==> config.mk <==
export PLATFORM = sky130hd
export DESIGN_NAME = spi_front_top
export DESIGN_NICKNAME = d
export VERILOG_FILES = /design/src/rtl/spi_front_pkg.sv /design/src/rtl/spi_word_fifo.sv /design/src/rtl/spi_tx_holder.sv /design/src/rtl/spi_irq_regs.sv /design/src/rtl/spi_front_top.sv
export SDC_FILE = /design/constraint.sdc
export NUM_CORES = 1
export LEC_CHECK = 0
export CORE_UTILIZATION = 59
export DETAILED_ROUTE_END_ITERATION = 12
export PLACE_DENSITY_LB_ADDON = 0.2
export SYNTH_ARGS = -nofsm -noshare
export SYNTH_HDL_FRONTEND = slang
export SYNTH_SLANG_ARGS = --single-unit
==> constraint.sdc <==
create_clock -name clk -period 6.8 [get_ports clk]
set_clock_uncertainty 0.05 [all_clocks]
set_input_delay 1.7 -clock clk [delete_from_list [all_inputs] [get_ports clk]]
set_output_delay 1.7 -clock clk [all_outputs]
set_load 0.01 [all_outputs]
==> src/rtl/spi_front_pkg.sv <==
package spi_front_pkg;
    localparam int REG_W = 32;

    // register byte offsets
    localparam int OFS_CTL  = 'h00;
    localparam int OFS_SR   = 'h14;
    localparam int OFS_IE   = 'h18;
    localparam int OFS_IS   = 'h1C;
    localparam int OFS_FC   = 'h20;
    localparam int OFS_DATA = 'h24;

    // bit positions
    localparam int BIT_EN    = 0;
    localparam int BIT_RXNE  = 0;
    localparam int BIT_OVR   = 0;
    localparam int BIT_RC    = 3;
    localparam int BIT_TC    = 4;
    localparam int BIT_RXRS  = 9;
    localparam int BIT_RXFL  = 4;
    localparam int BIT_TXFL  = 12;
    localparam int RXTH_LSB  = 0;
    localparam int TXTH_LSB  = 8;

    typedef enum logic [0:0] {
        TXH_IDLE   = 1'b0,
        TXH_LOADED = 1'b1
    } txh_state_t;
endpackage

==> src/rtl/spi_word_fifo.sv <==
module spi_word_fifo #(
    parameter int W     = 32,
    parameter int DEPTH = 8
) (
    input  logic                          clk,
    input  logic                          rst_n,
    input  logic                          flush,
    input  logic                          push,
    input  logic [W-1:0]                  wdata,
    input  logic                          pop,
    output logic [W-1:0]                  head,
    output logic [$clog2(DEPTH+1)-1:0]    count
);
    localparam int AW = (DEPTH > 1) ? $clog2(DEPTH) : 1;
    localparam int CW = $clog2(DEPTH + 1);

    logic [W-1:0]  mem [DEPTH];
    logic [AW-1:0] wp, rp;
    logic          full, empty, do_push, do_pop;

    function automatic logic [AW-1:0] step(input logic [AW-1:0] p);
        return (p == AW'(DEPTH - 1)) ? '0 : p + AW'(1);
    endfunction

    assign full    = (count == CW'(DEPTH));
    assign empty   = (count == '0);
    assign do_push = push && !full && !flush;
    assign do_pop  = pop && !empty && !flush;
    assign head    = mem[rp];

    always_ff @(posedge clk) begin
        if (do_push) begin
            mem[wp] <= wdata;
        end
    end

    always_ff @(posedge clk or negedge rst_n) begin
        if (!rst_n) begin
            wp    <= '0;
            rp    <= '0;
            count <= '0;
        end else if (flush) begin
            wp    <= '0;
            rp    <= '0;
            count <= '0;
        end else begin
            if (do_push) wp <= step(wp);
            if (do_pop)  rp <= step(rp);
            unique case ({do_push, do_pop})
                2'b10:   count <= count + CW'(1);
                2'b01:   count <= count - CW'(1);
                default: count <= count;
            endcase
        end
    end
endmodule

==> src/rtl/spi_tx_holder.sv <==
module spi_tx_holder
    import spi_front_pkg::*;
#(
    parameter int W = 32
) (
    input  logic         clk,
    input  logic         rst_n,
    input  logic         en,
    input  logic         flush,
    input  logic         src_avail,
    input  logic [W-1:0] src_word,
    output logic         src_pop,
    output logic         tx_valid,
    input  logic         tx_ready,
    output logic [W-1:0] tx_data,
    output logic         drained
);
    txh_state_t state, state_nx;
    logic       load;

    always_ff @(posedge clk or negedge rst_n) begin
        if (!rst_n) begin
            state <= TXH_IDLE;
        end else begin
            state <= state_nx;
        end
    end

    always_comb begin
        state_nx = state;
        load     = 1'b0;
        drained  = 1'b0;
        unique case (state)
            TXH_IDLE: begin
                if (!flush && en && src_avail) begin
                    state_nx = TXH_LOADED;
                    load     = 1'b1;
                end
            end
            TXH_LOADED: begin
                if (flush) begin
                    state_nx = TXH_IDLE;
                end else if (tx_ready) begin
                    drained = !src_avail;
                    if (en && src_avail) begin
                        load = 1'b1;
                    end else begin
                        state_nx = TXH_IDLE;
                    end
                end
            end
            default: state_nx = TXH_IDLE;
        endcase
    end

    always_ff @(posedge clk or negedge rst_n) begin
        if (!rst_n) begin
            tx_data <= '0;
        end else if (load) begin
            tx_data <= src_word;
        end
    end

    assign src_pop  = load;
    assign tx_valid = (state == TXH_LOADED);
endmodule

==> src/rtl/spi_irq_regs.sv <==
module spi_irq_regs (
    input  logic       clk,
    input  logic       rst_n,
    input  logic       ie_we,
    input  logic [2:0] ie_in,
    input  logic       clr_we,
    input  logic [2:0] clr_in,
    input  logic [2:0] set_in,
    output logic [2:0] ie,
    output logic [2:0] ist,
    output logic       irq
);
    logic [2:0] clr_mask;

    assign clr_mask = clr_we ? clr_in : 3'b000;

    always_ff @(posedge clk or negedge rst_n) begin
        if (!rst_n) begin
            ie  <= '0;
            ist <= '0;
        end else begin
            if (ie_we) ie <= ie_in;
            ist <= (ist & ~clr_mask) | set_in;
        end
    end

    assign irq = |(ist & ie);
endmodule

==> src/rtl/spi_front_top.sv <==
module spi_front_top
    import spi_front_pkg::*;
#(
    parameter int DATA_W = 32,
    parameter int DEPTH  = 8,
    parameter int ADDR_W = 6,
    parameter int TH_W   = 4
) (
    input  logic              clk,
    input  logic              rst_n,
    input  logic [ADDR_W-1:0] reg_addr,
    input  logic              reg_wr,
    input  logic [REG_W-1:0]  reg_wdata,
    input  logic              reg_rd,
    output logic [REG_W-1:0]  reg_rdata,
    output logic              tx_valid,
    input  logic              tx_ready,
    output logic [DATA_W-1:0] tx_data,
    input  logic              rx_valid,
    output logic              rx_ready,
    input  logic [DATA_W-1:0] rx_data,
    output logic              irq
);
    localparam int CNT_W = $clog2(DEPTH + 1);
    localparam int CMP_W = ((CNT_W > TH_W) ? CNT_W : TH_W) + 1;

    logic              ctl_en;
    logic [TH_W-1:0]   tx_thr, rx_thr;
    logic              sel_ctl, sel_sr, sel_ie, sel_is, sel_fc, sel_dat;
    logic              tx_flush, rx_flush, tx_push, rx_pop;
    logic [DATA_W-1:0] txq_head, rxq_head;
    logic [CNT_W-1:0]  tx_cnt, rx_cnt;
    logic              txq_pop, tx_drained;
    logic              rx_empty, rx_full, rx_store, rx_ovr_ev, rx_rc_ev, rx_rs;
    logic [CMP_W-1:0]  rx_cnt_x, rx_thr_x;
    logic [2:0]        ie, ist;
    logic [REG_W-1:0]  rd_mux;

    // address decode
    assign sel_ctl = (reg_addr == ADDR_W'(OFS_CTL));
    assign sel_sr  = (reg_addr == ADDR_W'(OFS_SR));
    assign sel_ie  = (reg_addr == ADDR_W'(OFS_IE));
    assign sel_is  = (reg_addr == ADDR_W'(OFS_IS));
    assign sel_fc  = (reg_addr == ADDR_W'(OFS_FC));
    assign sel_dat = (reg_addr == ADDR_W'(OFS_DATA));

    assign tx_flush = reg_wr && sel_fc && reg_wdata[BIT_TXFL];
    assign rx_flush = reg_wr && sel_fc && reg_wdata[BIT_RXFL];
    assign tx_push  = reg_wr && sel_dat;
    assign rx_pop   = reg_rd && sel_dat;

    always_ff @(posedge clk or negedge rst_n) begin
        if (!rst_n) begin
            ctl_en <= 1'b0;
            tx_thr <= '0;
            rx_thr <= '0;
        end else begin
            if (reg_wr && sel_ctl) ctl_en <= reg_wdata[BIT_EN];
            if (reg_wr && sel_fc) begin
                tx_thr <= reg_wdata[TXTH_LSB +: TH_W];
                rx_thr <= reg_wdata[RXTH_LSB +: TH_W];
            end
        end
    end

    // transmit path
    spi_word_fifo #(.W(DATA_W), .DEPTH(DEPTH)) u_txq (
        .clk   (clk),
        .rst_n (rst_n),
        .flush (tx_flush),
        .push  (tx_push),
        .wdata (reg_wdata[DATA_W-1:0]),
        .pop   (txq_pop),
        .head  (txq_head),
        .count (tx_cnt)
    );

    spi_tx_holder #(.W(DATA_W)) u_txh (
        .clk       (clk),
        .rst_n     (rst_n),
        .en        (ctl_en),
        .flush     (tx_flush),
        .src_avail (tx_cnt != '0),
        .src_word  (txq_head),
        .src_pop   (txq_pop),
        .tx_valid  (tx_valid),
        .tx_ready  (tx_ready),
        .tx_data   (tx_data),
        .drained   (tx_drained)
    );

    // receive path
    assign rx_ready  = ctl_en;
    assign rx_empty  = (rx_cnt == '0);
    assign rx_full   = (rx_cnt == CNT_W'(DEPTH));
    assign rx_store  = rx_valid && rx_ready && !rx_full && !rx_flush;
    assign rx_ovr_ev = rx_valid && rx_ready && rx_full;
    assign rx_cnt_x  = CMP_W'(rx_cnt);
    assign rx_thr_x  = CMP_W'(rx_thr);
    assign rx_rc_ev  = rx_store && (rx_thr != '0) && ((rx_cnt_x + CMP_W'(1)) == rx_thr_x);
    assign rx_rs     = (rx_thr != '0) && (rx_cnt_x >= rx_thr_x);

    spi_word_fifo #(.W(DATA_W), .DEPTH(DEPTH)) u_rxq (
        .clk   (clk),
        .rst_n (rst_n),
        .flush (rx_flush),
        .push  (rx_valid && rx_ready),
        .wdata (rx_data),
        .pop   (rx_pop),
        .head  (rxq_head),
        .count (rx_cnt)
    );

    // event flags: [2]=tx complete, [1]=rx complete, [0]=overrun
    spi_irq_regs u_irq (
        .clk    (clk),
        .rst_n  (rst_n),
        .ie_we  (reg_wr && sel_ie),
        .ie_in  ({reg_wdata[BIT_TC], reg_wdata[BIT_RC], reg_wdata[BIT_OVR]}),
        .clr_we (reg_wr && sel_is),
        .clr_in ({reg_wdata[BIT_TC], reg_wdata[BIT_RC], reg_wdata[BIT_OVR]}),
        .set_in ({tx_drained, rx_rc_ev, rx_ovr_ev}),
        .ie     (ie),
        .ist    (ist),
        .irq    (irq)
    );

    // read mux
    always_comb begin
        rd_mux = '0;
        if (sel_ctl) begin
            rd_mux[BIT_EN] = ctl_en;
        end else if (sel_sr) begin
            rd_mux[BIT_RXNE] = !rx_empty;
        end else if (sel_ie) begin
            rd_mux[BIT_TC]  = ie[2];
            rd_mux[BIT_RC]  = ie[1];
            rd_mux[BIT_OVR] = ie[0];
        end else if (sel_is) begin
            rd_mux[BIT_RXRS] = rx_rs;
            rd_mux[BIT_TC]   = ist[2];
            rd_mux[BIT_RC]   = ist[1];
            rd_mux[BIT_OVR]  = ist[0];
        end else if (sel_fc) begin
            rd_mux[TXTH_LSB +: TH_W] = tx_thr;
            rd_mux[RXTH_LSB +: TH_W] = rx_thr;
        end else if (sel_dat) begin
            if (!rx_empty) rd_mux[DATA_W-1:0] = rxq_head;
        end
    end

    always_ff @(posedge clk or negedge rst_n) begin
        if (!rst_n) begin
            reg_rdata <= '0;
        end else if (reg_rd) begin
            reg_rdata <= rd_mux;
        end
    end
endmodule

Yosys cells after proc, flatten, opt, wreduce, memory -nomap -nowiden
Memory sizes are Yosys's and may differ from the RTL's. A register that Yosys moved wholly into a read port is not among the register bits.
Cells that the tools add are included.
{"block": "totals", "out_inout_bits": 67, "word_cells": 142, "reg_bits": 68, "inputBits": 76, "mem_bits_ro": 0, "ram_bits": 512, "latch_bits": 0, "mem_count": 2}
{"block": "classes", "div_mod_pow": 0, "n_bitwise": 5, "reduce_logical": 44, "mux": 52, "n_lt_le_gt_ge": 1, "n_addsub": 9, "multipliers": 0, "shifts": 0, "eq_ne": 16}
{"memory": "u_rxq.mem", "depth": 8, "width": 32, "read_ports": 1, "rd_clocked_by_memory_dff": 0, "write_ports": 1, "line_no": "spi_word_fifo.sv:17", "text": "logic [W-1:0] mem [DEPTH];"}
{"memory": "u_txq.mem", "depth": 8, "width": 32, "read_ports": 1, "rd_clocked_by_memory_dff": 1, "write_ports": 1, "line_no": "spi_word_fifo.sv:17"}
{"operator": "32-bit 2-to-1 mux", "count": 2}
{"operator": "31-bit 2-to-1 mux", "count": 2}
{"operator": "3-bit 2-to-1 mux", "count": 13}
{"operator": "27-bit 2-to-1 mux", "count": 1}
{"operator": "1-bit logical AND", "count": 24}
{"operator": "4-bit 2-to-1 mux", "count": 6}
{"operator": "22-bit 2-to-1 mux", "count": 1}
{"operator": "20-bit 2-to-1 mux", "count": 1}
{"operator": "6-bit by 5-bit == test with 1-bit output, second input constant", "count": 3}
{"operator": "1-bit 2-to-1 mux", "count": 18}
{"operator": "4-bit case mux with 2 select lines", "count": 2}
{"operator": "3-bit by 1-bit adder with 3-bit output, second input constant", "count": 4}
{"operator": "3-bit == test, second input constant", "count": 4}
{"operator": "6-bit == test, second input constant", "count": 2}
{"operator": "4-bit by 1-bit adder with 4-bit output, second input constant", "count": 2}
{"operator": "4-bit == test, second input constant", "count": 2}
{"operator": "1-bit logical NOT", "count": 8}
{"operator": "4-bit logical NOT", "count": 2}
{"operator": "2-bit 2-to-1 mux", "count": 4}
{"operator": "2-bit nonzero test", "count": 4}
{"operator": "4-bit nonzero test", "count": 2}
{"operator": "4-bit by 1-bit subtractor with 4-bit output, second input constant", "count": 2}
{"operator": "3-bit bitwise AND", "count": 2}
{"operator": "6-bit logical NOT", "count": 1}
{"operator": "other kinds (11)", "count": 15}

Longest topological paths before layout
{"block": "logic_depth", "ltp_word": 13, "depth_mapped": 13, "ltp_nobuf": 11}

Hierarchy
A second synthesis with hierarchy kept.
{"block": "hier_totals", "hier_cells": 1179, "area_unflattened_um2": 24249.5}
{"mod": "spi_word_fifo (u_txq)", "cells_per_inst": 450, "seq_area_each_um2": 7937.6, "n_inst": 1, "area_per_inst_um2": 10321.1}
{"mod": "spi_word_fifo (u_rxq)", "cells_per_inst": 449, "seq_area_each_um2": 7937.6, "n_inst": 1, "area_per_inst_um2": 10318.6}
{"mod": "spi_front_top", "cells_per_inst": 189, "seq_area_each_um2": 1026.0, "n_inst": 1, "area_per_inst_um2": 2115.8}
{"mod": "spi_tx_holder", "cells_per_inst": 74, "seq_area_each_um2": 825.8, "n_inst": 1, "area_per_inst_um2": 1262.5}
{"mod": "spi_irq_regs", "cells_per_inst": 17, "seq_area_each_um2": 150.1, "n_inst": 1, "area_per_inst_um2": 231.5}

Worst setup path before layout
Ideal clock, no wire load.
{"block": "synth_timing", "path_type": "input -> register", "from": "input port reg_addr[5]", "to": "memory u_rxq.mem[2][0], enable pin", "required_ps": 6237, "setup_ps": 513, "path_buffers": 0, "slack_ps": 586, "path_stages": 5, "t_arrival_ps": 5651, "path_cell_list": "or4b_4 > nor3_4 > nand3_1 > nand2_1 > nor4b_1"}
{"block": "synth_between", "elab_chain_len": 7}
{"item": "start, declared", "line_no": "spi_front_top.sv:11", "text": "input logic [ADDR_W-1:0] reg_addr,"}
{"item": "6-bit == test", "line_no": "spi_front_top.sv:44", "text": "assign sel_fc = (reg_addr == ADDR_W'(OFS_FC));"}
{"item": "1-bit logical AND (2 in a row)", "line_no": "spi_front_top.sv:48", "text": "assign rx_flush = reg_wr && sel_fc && reg_wdata[BIT_RXFL];"}
{"item": "1-bit logical NOT", "line_no": "spi_word_fifo.sv:27", "text": "assign do_push = push && !full && !flush;"}
{"item": "1-bit logical AND", "line_no": "spi_word_fifo.sv:27"}
{"item": "1-bit 2-to-1 mux", "line_no": "spi_word_fifo.sv:32", "text": "if (do_push) begin"}
{"item": "1-bit 2-to-1 mux (implied by the code)", "line_no": "spi_word_fifo.sv:33", "text": "mem[wp] <= wdata;"}
{"item": "end, declared", "line_no": "spi_word_fifo.sv:17"}
Every way passes these cells.

Worst setup path after layout
{"block": "layout_timing", "from": "input port reg_addr[4]", "to": "register u_txq.count[3]"}
{"block": "layout_between", "elab_chain_len": 13, "elab_cells_between_ends": 20, "classes_between": "eq/ne: 4; mux: 5; reduce/logical: 11"}
{"item": "6-bit == test", "line_no": "spi_front_top.sv:44"}
{"item": "1-bit logical AND (2 in a row)", "line_no": "spi_front_top.sv:47", "text": "assign tx_flush = reg_wr && sel_fc && reg_wdata[BIT_TXFL];"}
{"item": "1-bit logical NOT", "line_no": "spi_word_fifo.sv:27, spi_word_fifo.sv:28, spi_tx_holder.sv:35"}
{"item": "1-bit logical AND (2 in a row)", "line_no": "spi_tx_holder.sv:35", "text": "if (!flush && en && src_avail) begin"}
{"item": "1-bit 2-to-1 mux", "line_no": "spi_tx_holder.sv:35"}
{"item": "1-bit case mux with 2 select lines", "line_no": "spi_tx_holder.sv:33", "text": "unique case (state)"}
{"item": "1-bit logical AND (2 in a row)", "line_no": "spi_word_fifo.sv:28", "text": "assign do_pop = pop && !empty && !flush;"}
{"item": "2-bit by 1-bit == test with 1-bit output or 2-bit == test (tied branches)", "line_no": "spi_word_fifo.sv:49", "text": "unique case ({do_push, do_pop})"}
{"item": "4-bit case mux with 2 select lines", "line_no": "spi_word_fifo.sv:49"}
{"item": "4-bit 2-to-1 mux", "line_no": "spi_word_fifo.sv:42", "text": "end else if (flush) begin"}
{"item": "end signal, assigned", "line_no": "spi_word_fifo.sv:50", "text": "2'b10: count <= count + CW'(1);"}
{"item": "end signal, assigned", "line_no": "spi_word_fifo.sv:51", "text": "2'b01: count <= count - CW'(1);"}
{"item": "end signal, assigned", "line_no": "spi_word_fifo.sv:52", "text": "default: count <= count;"}
{"item": "end, declared", "line_no": "spi_word_fifo.sv:12", "text": "output logic [$clog2(DEPTH+1)-1:0] count"}
Several ways; a longest one is shown, not always the timed one.
A chain may end at the register's enable or synchronous reset.

==> flow_summary.toml <==
[yosys]
syn_nets = 1296
ys_types = 64
synth_area_mm2 = 0.0238
synth_area_leaders = "edfxtp_1 (64%), mux4_2 (12%), dfrtp_1 (10%)"
syn_avg_cell_area_um2 = 19.9
yosysMostFrequentCell = "edfxtp_1"
synth_top_cells_by_count = "edfxtp_1 (512), mux4_2 (128), dfrtp_1 (100)"
synth_top_area_share_pct = 64.5
ys.flop_type = "edfxtp_1"
ys_seq_area_share_pct = 75.0
syn_inst = 1200
ys_ff_latch = 612
synth_edf_count = 512
async_flop_share_pct = 16.3
yosysTopAreaCell = "edfxtp_1"
ys_warn_count = 0

[final_layout]
antennaDiodeCount = 0
area_growth_pct = 16.4
regArea_mm2 = 0.0179
layout-drive-gt1-share_pct = 19.3
final_nets = 1454
fill_cells = 2469
post-route-util_pct = 69.7
final_area_mm2 = 0.0278
multi_input_area_mm2 = 0.00574

[cts]
clkTransAtPathRegs_ps = 60
clk_root_buffer_cell = "clkbuf_16"
post_cts_resized = 0
cts_max_path_buffers = 3
postCtsSetupRepairBufs = 0
cts_tree = "built"
htree_levels = 2
postCtsHoldBufs = 0
insertion_delay_ps = 610
clkSinkCount = 612
numCtsBuffers = 57

[setup_path]
required_ps = 7280
crit_family = "simple AND/OR/NAND/NOR gates"
crit_slowest_cell = "or4b_4"
crit_chain = "clkdlybuf4s50_1 -> or4b_4 -> nor2_1 -> or2_2 -> nor2_1 -> ha_1 -> a21oi_1 -> nand2_1 -> or2_2 -> o31a_1 -> a21oi_1"
start_kind = "primary input"
cp-end-kind = "register"
ff2ff_setup_slack_ps = 3290
crit_buf_inv = 1
cp_max_fo = 13
max_stage_delay_ps = 670
arrival_ps = 5150
crit_type = "in2reg"

[sta]
grt_setup_unrepaired = "false"
worstMarginPinSlew_ps = 1170
period_needed_ps = 4670
setup_viol = 0
fmax_ghz = 0.214
timing.setup.tns_ps = 0
holdWs_ps = 424
min_period_over_period_pct = 68.7
drv_slew = 0
max_slew_margin_pct = 22.0
hold_viol = 0

[die]
die_w_um = 203
rows = 73
core_mm2 = 0.0398
die_area_mm2 = 0.0412
start_util_pct = 59.9
num_io_pins = 143
die_h_um = 203

[routing]
wirelength_um = 47100
wl_per_cell_um = 24.4
drt-initial-drc-count = 792
ant_nets = 0
avgViaCountPerCell = 6.12
drt_pass1_iterations = 5
route.detailed.drc = 0
vias = 11800

[grt]
grt_pass1_wl_um = 72900
grt_pass1_vias = 12600
grt.overflow.total = 0
grt_util_all_layers_pct = 23.7
grt_max_degree = 69
grt_antenna_before_repair = 2

[placed_design]
postPlaceCellArea_mm2 = 0.0259
gp_congestion = 0.862
port_buffers = 142
hpwl_um = 26600

[power]
power.switching_w = 0.00229
p_clk_share_pct = 34.2
swShare_pct = 24.7
p_total_w = 0.00928
leakage_nw = 9.22
internal-power_w = 0.00699
p_per_area_mw_per_mm2 = 334
pwr-share-seq_pct = 49.2
p_comb_share_pct = 16.6
vdd_drop_max_mv = 0.236

[run_status]
status = "completed"

[worst_hold_path]
hold_path_class = "reg2reg"

[flow_run]
drv_cap = 0
power by group through the flow:
stage               registers (W)  logic, W  clock network, W
floorplan                 0.00451   0.00110                 0
global placement          0.00463   0.00152                 0
detailed placement        0.00465   0.00156                 0
CTS                       0.00457   0.00158           0.00323
global route              0.00460   0.00169           0.00336
finish                    0.00456   0.00154           0.00317
worst reg2reg max path, stage by stage, from the launching register on:
cell and delay [ps]:
dfrtp_1 510, inv_1 100, ha_1 170, or3b_2 500, nand4_1 110, buf_4 460, nor2_1 200, ha_1 330
a21o_1 190, a21oi_1 250, nand3b_1 130, a21boi_0 140, o311ai_1 250
layout make-up:
type	count	area share, %
inverters	9	0.122
clock inverters	28	1.04
clock buffers	80	5.71
multi-input cells	517	20.7
flip-flops and latches	612	64.4
well taps	525	2.37
repair buffers	161	5.63
metal layers:
metal | part of all wire, % | track usage [%]
met5 | 0.057 | 0
met2 | 52 | 41.0
met1 | 41 | 30.9
met4 | 2.6 | 8.40
met3 | 4.4 | 3.58
path summary, 6_finish.rpt:
| kind | start | to | depth (start not counted) |
|---|---|---|---|
| min in group asynchronous | rst_n | u_txh.tx_data[22] | 1 |
| worst min register to register | u_txh.tx_data[14] | u_txh.tx_data[14] | 2 |
| max in group asynchronous | rst_n | u_rxq.rp[0] | 2 |
| worst max register to register | u_rxq.count[1] | u_rxq.count[3] | 12 |
| worst max-delay path | reg_addr[4] | u_txq.count[3] | 11 |
| worst min-delay path | u_txh.tx_data[14] | u_txh.tx_data[14] | 2 |
state kept, by name, indices dropped and copies added, names as in the netlist:
signal	cells
reg_rdata	32
rx_ready	1
rx_thr	4
tx_thr	4
u_irq.ie	3
u_irq.ist	3
u_rxq.count	4
u_rxq.mem	256
u_rxq.rp	3
u_rxq.wp	3
u_txh.tx_data	32
u_txh.tx_valid	1
u_txq.count	4
u_txq.mem	256
u_txq.rp	3
u_txq.wp	3
through the flow:
| step | setup slack [ps] | instances |
|---|---|---|
| after floorplan | 586 | 1200 |
| final | 2130 | 1932 |
| after CTS | 2180 | 1932 |
| after global routing | 1920 | 1932 |
| after global placement | 1620 | 1824 |
| after detailed placement | 1560 | 1824 |
placed cells by master (no fill, tap or decap), drive strengths merged, types with 3 or more instances in the layout:
cell,synthesis,routed
bufinv,0,6
nand2,58,58
nand2b,7,7
nor2,32,32
clkdlybuf4s50,0,141
ha,18,18
edfxtp,512,512
nor3,12,12
mux2,12,12
o211ai,3,3
xor2,5,5
and4,3,3
o2111ai,3,3
mux2i,65,65
a22oi,5,5
mux4,128,128
nand3,15,15
clkinv,0,19
nor2b,4,4
dfrtp,100,100
xnor2,4,4
a21oi,18,18
o2bb2ai,25,25
a221o,4,4
buf,40,20
nor3b,4,4
nor4,3,3
o21ai,49,49
and2,3,3
inv,9,10
clkbuf,22,80
kinds of logic (layout without fill, tap and decap cells):
kind of cell               Yosys count  after routing  synth area share [%]
AOI/OAI and AO/OA                  128            128                  3.59
buffers and inverters               71            278                  1.38
muxes                              205            205                  15.4
adders and majority gates           20             20                  1.11
DFF                                612            612                  75.0
and+or+nand+nor                    155            155                  3.24
xor gates and xnor gates             9              9                 0.331
No activity file was read; power rests on OpenSTA's default activity.
